[src/rtl/irqbank_pkg.sv]
package irqbank_pkg;
  localparam logic [7:0] OFS_LOCK = 8'h00;
  localparam logic [7:0] OFS_STAT = 8'h04;
  localparam logic [7:0] OFS_MASK = 8'h08;
  localparam logic [7:0] OFS_EN   = 8'h0C;
  localparam logic [7:0] OFS_DIS  = 8'h10;

  typedef enum logic [2:0] {
    SEL_NONE,
    SEL_LOCK,
    SEL_STAT,
    SEL_MASK,
    SEL_EN,
    SEL_DIS
  } reg_sel_e;
endpackage

[src/rtl/irqbank_decode.sv]
module irqbank_decode
  import irqbank_pkg::*;
#(
  parameter int unsigned ADDR_W = 8
) (
  input  logic [ADDR_W-1:0] addr_i,
  output reg_sel_e          sel_o
);
  always_comb begin
    sel_o = SEL_NONE;
    if (addr_i == ADDR_W'(OFS_LOCK)) sel_o = SEL_LOCK;
    else if (addr_i == ADDR_W'(OFS_STAT)) sel_o = SEL_STAT;
    else if (addr_i == ADDR_W'(OFS_MASK)) sel_o = SEL_MASK;
    else if (addr_i == ADDR_W'(OFS_EN)) sel_o = SEL_EN;
    else if (addr_i == ADDR_W'(OFS_DIS)) sel_o = SEL_DIS;
  end
endmodule

[src/rtl/irqbank_lock.sv]
module irqbank_lock #(
  parameter int unsigned        DATA_W   = 32,
  parameter logic [DATA_W-1:0]  PASSCODE = 32'h0000DF0D
) (
  input  logic              clk,
  input  logic              rst_n,
  input  logic              wr_i,
  input  logic [DATA_W-1:0] wdata_i,
  output logic              locked_o
);
  logic lock_q, lock_d, lock_en;

  always_comb begin
    lock_en = wr_i;
    lock_d  = (wdata_i != PASSCODE);
  end

  always_ff @(posedge clk or negedge rst_n) begin
    if (!rst_n) lock_q <= 1'b1;
    else if (lock_en) lock_q <= lock_d;
  end

  assign locked_o = lock_q;

  // the lock only moves on a write to its own offset
  assert_lock_hold_R2: assert property (@(posedge clk) disable iff (!rst_n)
    !wr_i |=> $stable(lock_q));
endmodule

[src/rtl/irqbank_status.sv]
module irqbank_status #(
  parameter int unsigned       DATA_W    = 32,
  parameter logic [DATA_W-1:0] IMPL_MASK = 32'h80007FFF
) (
  input  logic              clk,
  input  logic              rst_n,
  input  logic [DATA_W-1:0] set_i,
  input  logic [DATA_W-1:0] clr_i,
  output logic [DATA_W-1:0] status_o
);
  logic [DATA_W-1:0] stat_q, stat_d;
  logic              stat_en;
  logic [DATA_W-1:0] keep_w;
  logic [DATA_W-1:0] both_w;

  always_comb begin
    stat_en = (|set_i) | (|clr_i);
    stat_d  = ((stat_q & ~clr_i) | set_i) & IMPL_MASK;
    keep_w  = stat_q & ~clr_i;
    both_w  = set_i & clr_i & IMPL_MASK;
  end

  always_ff @(posedge clk or negedge rst_n) begin
    if (!rst_n) stat_q <= '0;
    else if (stat_en) stat_q <= stat_d;
  end

  assign status_o = stat_q;

  // bits that are not cleared by software stay set
  assert_sticky_R5: assert property (@(posedge clk) disable iff (!rst_n)
    1'b1 |=> ((stat_q & $past(keep_w)) == $past(keep_w)));

  // a set and a clear on the same bit leave the bit set
  assert_set_wins_R6: assert property (@(posedge clk) disable iff (!rst_n)
    (|both_w) |=> ((stat_q & $past(both_w)) == $past(both_w)));
endmodule

[src/rtl/irqbank_mask.sv]
module irqbank_mask #(
  parameter int unsigned       DATA_W    = 32,
  parameter logic [DATA_W-1:0] IMPL_MASK = 32'h80007FFF
) (
  input  logic              clk,
  input  logic              rst_n,
  input  logic              en_wr_i,
  input  logic              dis_wr_i,
  input  logic [DATA_W-1:0] wdata_i,
  input  logic [DATA_W-1:0] status_i,
  output logic [DATA_W-1:0] mask_o,
  output logic              irq_o
);
  logic [DATA_W-1:0] mask_q, mask_d;
  logic              mask_en;

  always_comb begin
    mask_en = en_wr_i | dis_wr_i;
    mask_d  = mask_q;
    if (en_wr_i) mask_d = mask_q & ~wdata_i;
    else if (dis_wr_i) mask_d = mask_q | (wdata_i & IMPL_MASK);
  end

  always_ff @(posedge clk or negedge rst_n) begin
    if (!rst_n) mask_q <= IMPL_MASK;
    else if (mask_en) mask_q <= mask_d;
  end

  assign mask_o = mask_q;
  assign irq_o  = |(status_i & ~mask_q);

  // without an enable or disable write the mask holds
  assert_mask_hold_R7: assert property (@(posedge clk) disable iff (!rst_n)
    !(en_wr_i || dis_wr_i) |=> $stable(mask_q));
endmodule

[src/rtl/irq_lock_regbank.sv]
module irq_lock_regbank
  import irqbank_pkg::*;
#(
  parameter int unsigned             ADDR_W    = 8,
  parameter int unsigned             DATA_W    = 32,
  parameter logic [DATA_W-1:0]       IMPL_MASK = 32'h80007FFF,
  parameter logic [DATA_W-1:0]       PASSCODE  = 32'h0000DF0D
) (
  input  logic              clk,
  input  logic              rst_n,
  input  logic              reg_wr,
  input  logic [ADDR_W-1:0] reg_addr,
  input  logic [DATA_W-1:0] reg_wdata,
  output logic [DATA_W-1:0] reg_rdata,
  input  logic [DATA_W-1:0] evt_i,
  output logic              irq_o
);
  reg_sel_e          sel;
  logic              locked;
  logic              wr_ok;
  logic              lock_wr;
  logic [DATA_W-1:0] clr_vec;
  logic [DATA_W-1:0] set_vec;
  logic [DATA_W-1:0] status;
  logic [DATA_W-1:0] mask;
  logic              en_wr, dis_wr;

  irqbank_decode #(.ADDR_W(ADDR_W)) u_dec (
    .addr_i (reg_addr),
    .sel_o  (sel)
  );

  always_comb begin
    lock_wr = reg_wr && (sel == SEL_LOCK);
    wr_ok   = reg_wr && !locked;
    clr_vec = (wr_ok && sel == SEL_STAT) ? reg_wdata : '0;
    set_vec = evt_i & IMPL_MASK;
    en_wr   = wr_ok && (sel == SEL_EN);
    dis_wr  = wr_ok && (sel == SEL_DIS);
  end

  irqbank_lock #(.DATA_W(DATA_W), .PASSCODE(PASSCODE)) u_lock (
    .clk      (clk),
    .rst_n    (rst_n),
    .wr_i     (lock_wr),
    .wdata_i  (reg_wdata),
    .locked_o (locked)
  );

  irqbank_status #(.DATA_W(DATA_W), .IMPL_MASK(IMPL_MASK)) u_stat (
    .clk      (clk),
    .rst_n    (rst_n),
    .set_i    (set_vec),
    .clr_i    (clr_vec),
    .status_o (status)
  );

  irqbank_mask #(.DATA_W(DATA_W), .IMPL_MASK(IMPL_MASK)) u_mask (
    .clk      (clk),
    .rst_n    (rst_n),
    .en_wr_i  (en_wr),
    .dis_wr_i (dis_wr),
    .wdata_i  (reg_wdata),
    .status_i (status),
    .mask_o   (mask),
    .irq_o    (irq_o)
  );

  always_comb begin
    unique case (sel)
      SEL_LOCK: reg_rdata = {{(DATA_W-1){1'b0}}, locked};
      SEL_STAT: reg_rdata = status;
      SEL_MASK: reg_rdata = mask;
      default:  reg_rdata = '0;
    endcase
  end

  // a locked enable or disable write leaves the mask untouched
  assert_locked_drop_R3: assert property (@(posedge clk) disable iff (!rst_n)
    (locked && reg_wr && (sel == SEL_EN || sel == SEL_DIS)) |=> $stable(mask));
endmodule

[config.mk]
export PLATFORM = sky130hd
export DESIGN_NAME = irq_lock_regbank
export DESIGN_NICKNAME = d
export VERILOG_FILES = /design/src/rtl/irqbank_pkg.sv /design/src/rtl/irqbank_decode.sv /design/src/rtl/irqbank_lock.sv /design/src/rtl/irqbank_status.sv /design/src/rtl/irqbank_mask.sv /design/src/rtl/irq_lock_regbank.sv
export SDC_FILE = /design/constraint.sdc
export NUM_CORES = 1
export LEC_CHECK = 0
export BUFFER_PORTS_ARGS = -buffer_cell sky130_fd_sc_hd__buf_2
export CORE_ASPECT_RATIO = 0.5
export CORE_MARGIN = 2
export CORE_UTILIZATION = 40
export CTS_BUF_LIST = sky130_fd_sc_hd__clkbuf_2 sky130_fd_sc_hd__clkbuf_4 sky130_fd_sc_hd__clkbuf_8
export CTS_CLUSTER_SIZE = 25
export DETAILED_ROUTE_END_ITERATION = 10
export PLACE_DENSITY_LB_ADDON = 0.3
export SYNTH_ARGS = -nofsm -noshare
export SYNTH_HDL_FRONTEND = slang
export SYNTH_SLANG_ARGS = --single-unit
[constraint.sdc]
create_clock -name clk -period 2.35 [get_ports clk]
set_clock_uncertainty 0.05 [all_clocks]
set_input_delay 0.1175 -clock clk [delete_from_list [all_inputs] [get_ports clk]]
set_output_delay 0.1175 -clock clk [all_outputs]
set_load 0.05 [all_outputs]
# ---- Yosys cells after proc, flatten, opt, wreduce, memory -nomap -nowiden
# Index checks and enable logic that the tools add are counted.
dict set report word_totals {
  ff_bits 49
  latch_bits 0
  mem_bits_rw 0
  rom_bits 0
  in_bits 75
  output_inout_bits 33
  word_cells 44
  memories 0
}
dict set report op_classes {
  addsub 0
  n_mul 0
  n_div 0
  n_lt_le_gt_ge 0
  eq_ne 10
  shifts 0
  mux 9
  n_bitwise 10
  reduce_logical 12
}
# op n
set op_table {}
lappend op_table {{bitwise AND 32 bit} 3}
lappend op_table {{two-way mux 32 bit} 3}
lappend op_table {{NOT 32 bit} 3}
lappend op_table {{one-hot mux 32 bit (3 select lines)} 1}
lappend op_table {{OR 32 bit} 2}
lappend op_table {{OR reduction 32 bit} 2}
lappend op_table {{!= test 32 x 16 -> 1 bit (second input constant)} 1}
lappend op_table {{equality test 8 x 4 -> 1 bit (second input constant)} 2}
lappend op_table {{OR reduction 16 bit} 1}
lappend op_table {{two-way mux 3 bit} 5}
lappend op_table {{equality test 8 x 3 -> 1 bit (second input constant)} 1}
lappend op_table {{equality test 8 x 5 -> 1 bit (second input constant)} 1}
lappend op_table {{zero test 8 bit} 1}
lappend op_table {{equality test 3 x 2 -> 1 bit (second input constant)} 2}
lappend op_table {{equality test 3 bit (second input constant)} 2}
lappend op_table {{logical AND 1 bit} 5}
lappend op_table {{equality test 3 x 1 -> 1 bit (second input constant)} 1}
lappend op_table {{OR 1 bit} 2}
lappend op_table {{AND reduction 2 bit} 1}
lappend op_table {{nonzero test 2 bit} 1}
lappend op_table {{zero test 1 bit} 1}

# ---- Logic depth before layout (Yosys ltp)
# Gate-level depths: netlist of the first run.
dict set report depth {
  ltp_word 12
  mapped_depth 6
}

# ---- Cells and area by module
# A second synthesis of the first run with hierarchy kept.
dict set report hier_totals {
  cells_unflattened 375
  area_unflattened_um2 3295.7
}
# module instances cells_per_inst area_each_um2 seq_area_each_um2
set by_module_without_submodules {}
lappend by_module_without_submodules {irqbank_mask 1 138 1383.8 820.8}
lappend by_module_without_submodules {irq_lock_regbank 1 151 1019.7 0.0}
lappend by_module_without_submodules {irqbank_status 1 65 704.4 400.4}
lappend by_module_without_submodules {irqbank_lock 1 14 122.6 26.3}
lappend by_module_without_submodules {irqbank_decode 1 7 65.1 0.0}

# ---- Least setup slack after synthesis of the first run
# No wires, ideal clock.
dict set report synth_path {
  path_type {flip-flop to output port}
  from {reg with a tool-made name}
  to {out irq_o}
  t_arrival_ns 1.451
  path_slack_ns 0.731
  stages_incl_launch_ff 4
  cell_sequence {dfstp_2 nor2b_1 a2111oi_0 nand4_1}
}
# item line
set synth_lines {}
lappend synth_lines {{to (decl)} irq_lock_regbank.sv:16} ;# output logic irq_o

==> results.sh, run 1 <==
export IMPL_detail_route_antenna_nets=0
export IMPL_setup_total_negative_slack_ps=0
export IMPL_dominantRegCellSynth="sky130_fd_sc_hd__dfrtp_1"
export IMPL_globalRoute_busiestLayer="met2"
export IMPL_fp_row_count=20
export IMPL_finalMaxSlewViolations=0
export IMPL_routed_wl_mm=7.61
export IMPL_timing_critical_path_arrival_ps=1890
export IMPL_power_frac_seq=0.539
export IMPL_fraction_of_met2_tracks_used_by_global_routing=0.384
export IMPL_grt_first_pass_wirelength_mm=11.9
export IMPL_fp_coreArea_mm2=0.00626
export IMPL_fp_dieArea_mm2=0.00739
export IMPL_switching_share=0.247
export IMPL_synth_warning_count=0
export IMPL_post_drt_via_cell_ratio=5.56
export IMPL_die_h_um=61.8
export IMPL_largest_family_of_logic_cells_by_synthesized_area="compound AO/OA/AOI/OAI gates"
export IMPL_timing_setup_critical_path_class="register to output pin"
export IMPL_clk_pin_slew_worst_paths_ps=90
export IMPL_min_period_ps=2060
export IMPL_drtPass1Iterations=4
export IMPL_worst_r2r_cell_count=4
export IMPL_ir_worst_vdd_mv=0.217
export IMPL_avgSynthCellArea_um2=10.7
export IMPL_crit_path_start_kind="register"
export IMPL_count_of_cells_along_the_worst_hold_path=2
export IMPL_report_final_hold_viol_count=0
export IMPL_gpl_final_weighted_congestion=0.889
export IMPL_total_switching_power_uw=414
export IMPL_total_grt_overflow=0
export IMPL_compound_cell_area_share_of_the_yosys_netlist=0.258
export IMPL_clk_insertion_delay_late_ps=290
export IMPL_ctsLongestPathBuffers=2
export IMPL_die_width_um=120
export IMPL_place_detailed_hpwl_mm=5.32
export IMPL_postSynth_asyncResetShare=1.00
export IMPL_critical_path_reg2reg_startpoint="u_lock.locked_o"
export IMPL_synthSimpleGateAreaFrac=0.190
export IMPL_synth_nets=324
export IMPL_clk_root_buffer_cell="sky130_fd_sc_hd__clkbuf_8"
export IMPL_ys_types=35
export IMPL_area_delta_synth_final_pct=35.5
export IMPL_yosysTopAreaCell="sky130_fd_sc_hd__dfrtp_1"
export IMPL_total_power_consumption_mw=1.67
export IMPL_drive_gt1_frac=0.354
export IMPL_grt_antenna_before_repair=0
export IMPL_drv_cap=0
export IMPL_grt_pass1_vias=2420
export IMPL_floorplan_initialDensity=0.427
export IMPL_finish_net_count=444
export IMPL_dr_first_iter_drc_count=230
export IMPL_synth_sequential_area_ratio=0.467
export IMPL_setup_repair_after_global_routing_missed_its_margin="false"
export IMPL_internal_power_mw=1.26
export IMPL_yosys_area_top_type_share=0.300
export IMPL_synthTopCellsByArea="sky130_fd_sc_hd__dfrtp_1 30%, sky130_fd_sc_hd__dfstp_2 17%, sky130_fd_sc_hd__a22o_1 10%, sky130_fd_sc_hd__o2111ai_1 5.2%, sky130_fd_sc_hd__a21o_1 4.5%"
export IMPL_beginning_of_the_worst_hold_path="reg_wdata[7]"
export IMPL_synth_top_cells_by_count="32 x sky130_fd_sc_hd__dfrtp_1, 31 x sky130_fd_sc_hd__a22o_1, 21 x sky130_fd_sc_hd__inv_1"
export IMPL_comb_power_share=0.140
export IMPL_timing_reg2reg_setup_slack_ps=840
export IMPL_post_synth_xor_area_fraction=0
export IMPL_cts_num_sinks=49
export IMPL_synth_mux_area_fraction=0.00375
export IMPL_worst_pin_slew_ps=676
export IMPL_vias=2548
export IMPL_wl_per_cell_um=16.6
export IMPL_p_per_area_mw_per_mm2=462
export IMPL_fillerInstances=579
export IMPL_worst_endpoint_required_ps=2180
export IMPL_cts_made_buffers=5
export IMPL_power_static_leakage_nw=1.59
export IMPL_critPathMaxFanout=3
export IMPL_post_synth_top_count_cell="sky130_fd_sc_hd__dfrtp_1"
export IMPL_finalSetupViolations=0
export IMPL_post_cts_setup_buffer_count=0
export IMPL_syn_inst=249
export IMPL_hold_path_class="primary input to register"
export IMPL_use_met3=0.0365
export IMPL_post_route_drc_count=0
export IMPL_worstSetupEndpointType="output pin"
export IMPL_antenna_diode_count=0
export IMPL_status="finished, final reports clean"
export IMPL_synth_edf_count=0
export IMPL_grt_start_max_net_pins=34
export IMPL_global_route_usage_met1=0.258
export IMPL_synth_fa_ha_area_frac=0
export IMPL_max_slew_margin_rel=0.549
export IMPL_share_clk_of_total_power=0.321
export IMPL_cts_tree="built"
export IMPL_io_pin_count=108
export IMPL_achievable_clock_frequency_mhz=485
export IMPL_grt_usage=0.207
export IMPL_finalCritPeriodShare=0.876
export IMPL_numPortBuffers=91
export IMPL_cts_htree_levels=2
export IMPL_netlist_area_mm2=0.00267
export IMPL_number_of_flip_flops_and_latches_in_the_synthesized_netlist=49
-- placed cells by master, fill, tap and decap left out, drive strengths merged, types with 2 or more instances in the layout --
cell type and instances:
buf 102, dfrtp 32, nor3b 3, and3 3, and2 17, clkbuf 8, nor4 4, a31oi 16
nor4b 2, nand4 18, dfstp 17, a2111oi 4, a21o 16, a41oi 2, o2111ai 16, a22o 31
dlygate4sd3 33, nor2b 13, and4 2, inv 21
-- area by class of cell --
class                      count  area (um2)  area share
sequential                    49        1250       0.345
tap                           88         110      0.0304
inverter                      21        78.8      0.0218
timing repair buffer         135         881       0.243
clock buffer                   8        97.6      0.0270
multi-input combinational    157        1210       0.333
-- worst max-delay path by stage --
| stage | startpoint | endpoint | slack (ps) |
|---|---|---|---|
| after CTS | register | irq_o | 300 |
| after detailed placement | reg_addr[7] | reg_rdata[13] | 350 |
| final | register | irq_o | 290 |
| after global placement | reg_addr[7] | reg_rdata[5] | 390 |
| after floorplan | register | irq_o | 730 |
| after global routing | register | irq_o | 140 |
-- layer usage --
metal  routed length, um  vias to the layer above  share of wire
met5                   0                        -              0
met3                 462                        8          0.061
met2                3730                      101           0.49
met4                  81                        0          0.011
met1                3330                     1237           0.44
li1                    -                     1202              -
-- power by group through the flow --
stage	registers, mW	logic [mW]	clock network (mW)
after floorplan	0.911	0.0832	0
after global placement	0.916	0.188	0
after detailed placement	0.917	0.193	0
after CTS	0.902	0.236	0.554
after global routing	0.906	0.256	0.581
final	0.902	0.235	0.537
-- through the flow --
stage / utilization / worst slack [ps] / hold slack (ps) / instance area [um2] / cells
3_3_place_gp: 0.510 / 391 / 3.26 / 3190 / 417
6_report: 0.579 / 290 / 43.8 / 3620 / 458
3_5_place_dp: 0.510 / 353 / 12.7 / 3190 / 417
2_1_floorplan: - / 731 / -228 / 2670 / 249
5_1_grt: 0.579 / 144 / 34.7 / 3620 / 458
4_1_cts: 0.579 / 304 / 31.9 / 3620 / 458
-- cells by family (layout without fill, tap and decap cells) --
family          Yosys count  in the layout
buf+inv                  43            164
flops                    49             49
compound gates           86             86
simple gates             70             70
mux                       1              1
-- timing repair --
action / 4_1_cts / 5_1_grt
hold buffers: 33 / 0
endpoints found under the hold margin: 48 / 0
resized for setup: 0 / 0
-- worst max-delay path, stage by stage (launching register included) --
cell and delay (ps):
sky130_fd_sc_hd__dfstp_2 560, sky130_fd_sc_hd__nor2b_1 40, sky130_fd_sc_hd__a2111oi_0 540, sky130_fd_sc_hd__nand4_1 190
sky130_fd_sc_hd__buf_2 260
Note: power is estimated with default switching activity, not from simulation.
==> run 2, diff against run 1 <==
- CELL_PAD_IN_SITES_DETAIL_PLACEMENT: default -> 1
- CELL_PAD_IN_SITES_GLOBAL_PLACEMENT: default -> 1
==> run 2 against run 1 <==
Against the previous run: wire length up 14%; sequential share of layout area up 0.25 points; core utilization down 0.42 points; highest routed layer unchanged; first-iteration DRC count down 3.0%; power up 0.31%; clock-buffer cell count unchanged; fmax down 2.5%; largest cell class unchanged; combinational power up 2%; non-clock buffer count down 1; sequential power about the same.
==> results.sh, run 2 (synthesis gave the netlist of run 1 again) <==
export IMPL_detail_route_antenna_nets=0
export IMPL_vias=2581
export IMPL_grt_pass1_vias=2761
export IMPL_antenna_diode_count=0
export IMPL_clk_insertion_delay_late_ps=310
export IMPL_place_detailed_hpwl_mm=5.84
export IMPL_stdcell_count=457
export IMPL_io_pin_count=108
export IMPL_grt_start_max_net_pins=35
export IMPL_p_per_area_mw_per_mm2=467
export IMPL_status="finished, final reports clean"
export IMPL_fraction_of_met2_tracks_used_by_global_routing=0.475
export IMPL_mostFrequentLayoutCells="91 x sky130_fd_sc_hd__buf_2, 33 x sky130_fd_sc_hd__dlygate4sd3_1, 32 x sky130_fd_sc_hd__dfrtp_1"
export IMPL_hold_path_class="primary input to register"
export IMPL_drive_gt1_frac=0.352
export IMPL_cts_htree_levels=2
export IMPL_die_width_um=120
export IMPL_globalRoute_busiestLayer="met2"
export IMPL_ctsResizeCount=0
export IMPL_wl_per_cell_um=19.0
export IMPL_ctsLongestPathBuffers=2
export IMPL_place_detailed_instances=416
export IMPL_fp_row_count=20
export IMPL_clk_pin_slew_worst_paths_ps=90
export IMPL_min_period_ps=2110
export IMPL_grt_antenna_before_repair=0
export IMPL_cts_tree="built"
export IMPL_dpl_instance_area_mm2=0.00317
export IMPL_setup_total_negative_slack_ps=0
export IMPL_post_drt_via_cell_ratio=5.65
export IMPL_critPathMaxFanout=3
export IMPL_clk_root_buffer_cell="sky130_fd_sc_hd__clkbuf_8"
export IMPL_finalSetupViolations=0
export IMPL_setup_repair_after_global_routing_missed_its_margin="false"
export IMPL_floorplan_initialDensity=0.427
export IMPL_cts_made_buffers=5
export IMPL_grt_usage=0.249
export IMPL_report_final_hold_viol_count=0
export IMPL_global_route_usage_met1=0.305
export IMPL_numPortBuffers=91
export IMPL_finalMaxSlewViolations=0
export IMPL_worstSetupEndpointType="output pin"
export IMPL_ir_worst_vdd_mv=0.266
export IMPL_timing_setup_critical_path_class="register to output pin"
export IMPL_die_h_um=61.8
export IMPL_timing_critical_path_arrival_ps=1950
export IMPL_achievable_clock_frequency_mhz=473
export IMPL_max_slew_margin_rel=0.539
export IMPL_drtPass1Iterations=4
export IMPL_fin_area_mm2=0.00359
export IMPL_crit_path_start_kind="register"
export IMPL_area_delta_synth_final_pct=34.5
export IMPL_use_met3=0.0438
export IMPL_dr_first_iter_drc_count=223
export IMPL_routed_wl_mm=8.68
export IMPL_finalCritPeriodShare=0.899
export IMPL_fp_dieArea_mm2=0.00739
export IMPL_finish_net_count=443
export IMPL_layout_commonest_cell="sky130_fd_sc_hd__buf_2"
export IMPL_power_static_leakage_nw=1.58
export IMPL_post_route_drc_count=0
export IMPL_drv_cap=0
export IMPL_gpl_final_weighted_congestion=0.806
export IMPL_total_grt_overflow=0
export IMPL_cts_num_sinks=49
export IMPL_fin_worst_hold_slack_ps=29.0
export IMPL_worst_endpoint_required_ps=2180
export IMPL_worst_pin_slew_ps=692
export IMPL_grt_first_pass_wirelength_mm=14.1
export IMPL_fp_coreArea_mm2=0.00626
run 2: cell count changes in the layout (fill, tap and decap cells not counted):
cell / change
sky130_fd_sc_hd__buf_12: -1
sky130_fd_sc_hd__clkbuf_4: +1
sky130_fd_sc_hd__clkbuf_8: -1
run 2: area by class of cell:
type                       instances  area, um2
sequential                        49       1250
inverter                          21       78.8
timing repair buffer             134        861
clock buffer                       8       91.3
tap                               88        110
fill                             743       2660
multi-input combinational        157       1210
run 2: power by group:
part	switching [mW]	leakage (nW)	internal, mW
Clock	0.289	0.0498	0.247
Sequential	0.0204	0.461	0.883
Combinational	0.127	1.07	0.112
run 2: worst paths after layout:
path / startpoint / slack [ps] / cells after the start / endpoint
min in group asynchronous: rst_n / 190 / 2 / u_stat.status_o[31]
min reg2reg: u_mask.mask_o[15] / 440 / 2 / u_mask.mask_o[15]
max: register / 240 / 4 / irq_o
min: reg_wdata[3] / 30 / 2 / register
max reg2reg: u_lock.locked_o / 760 / 4 / register
max in group asynchronous: rst_n / 1420 / 3 / asynchronous set/reset pin
run 2: repair_timing:
action / CTS / global route
hold buffers: 33 / 0
hold endpoints to repair: 47 / 0
setup buffers: 0 / 0
run 2: per-layer routing:
metal | routed length, um | share of wire
met1 | 3910 | 0.45
met2 | 4360 | 0.50
met3 | 320 | 0.037
met4 | 88 | 0.010
met5 | 0 | 0
run 2: per-stage QoR:
| stage | utilization | total power, mW | setup slack [ps] |
|---|---|---|---|
| 6_report | 0.575 | 1.68 | 237 |
| 5_1_grt | 0.575 | 1.76 | 123 |
| 4_1_cts | 0.575 | 1.71 | 220 |
| 3_5_place_dp | 0.507 | 1.11 | 489 |
| 3_3_place_gp | 0.507 | 1.10 | 537 |
| 2_1_floorplan | - | 0.995 | 731 |
run 2: worst max-delay path, stage by stage (launching register included):
cell                        delay, ps
sky130_fd_sc_hd__dfstp_2          560
sky130_fd_sc_hd__nor2b_1           60
sky130_fd_sc_hd__a2111oi_0        570
sky130_fd_sc_hd__nand4_1          190
sky130_fd_sc_hd__buf_2            260
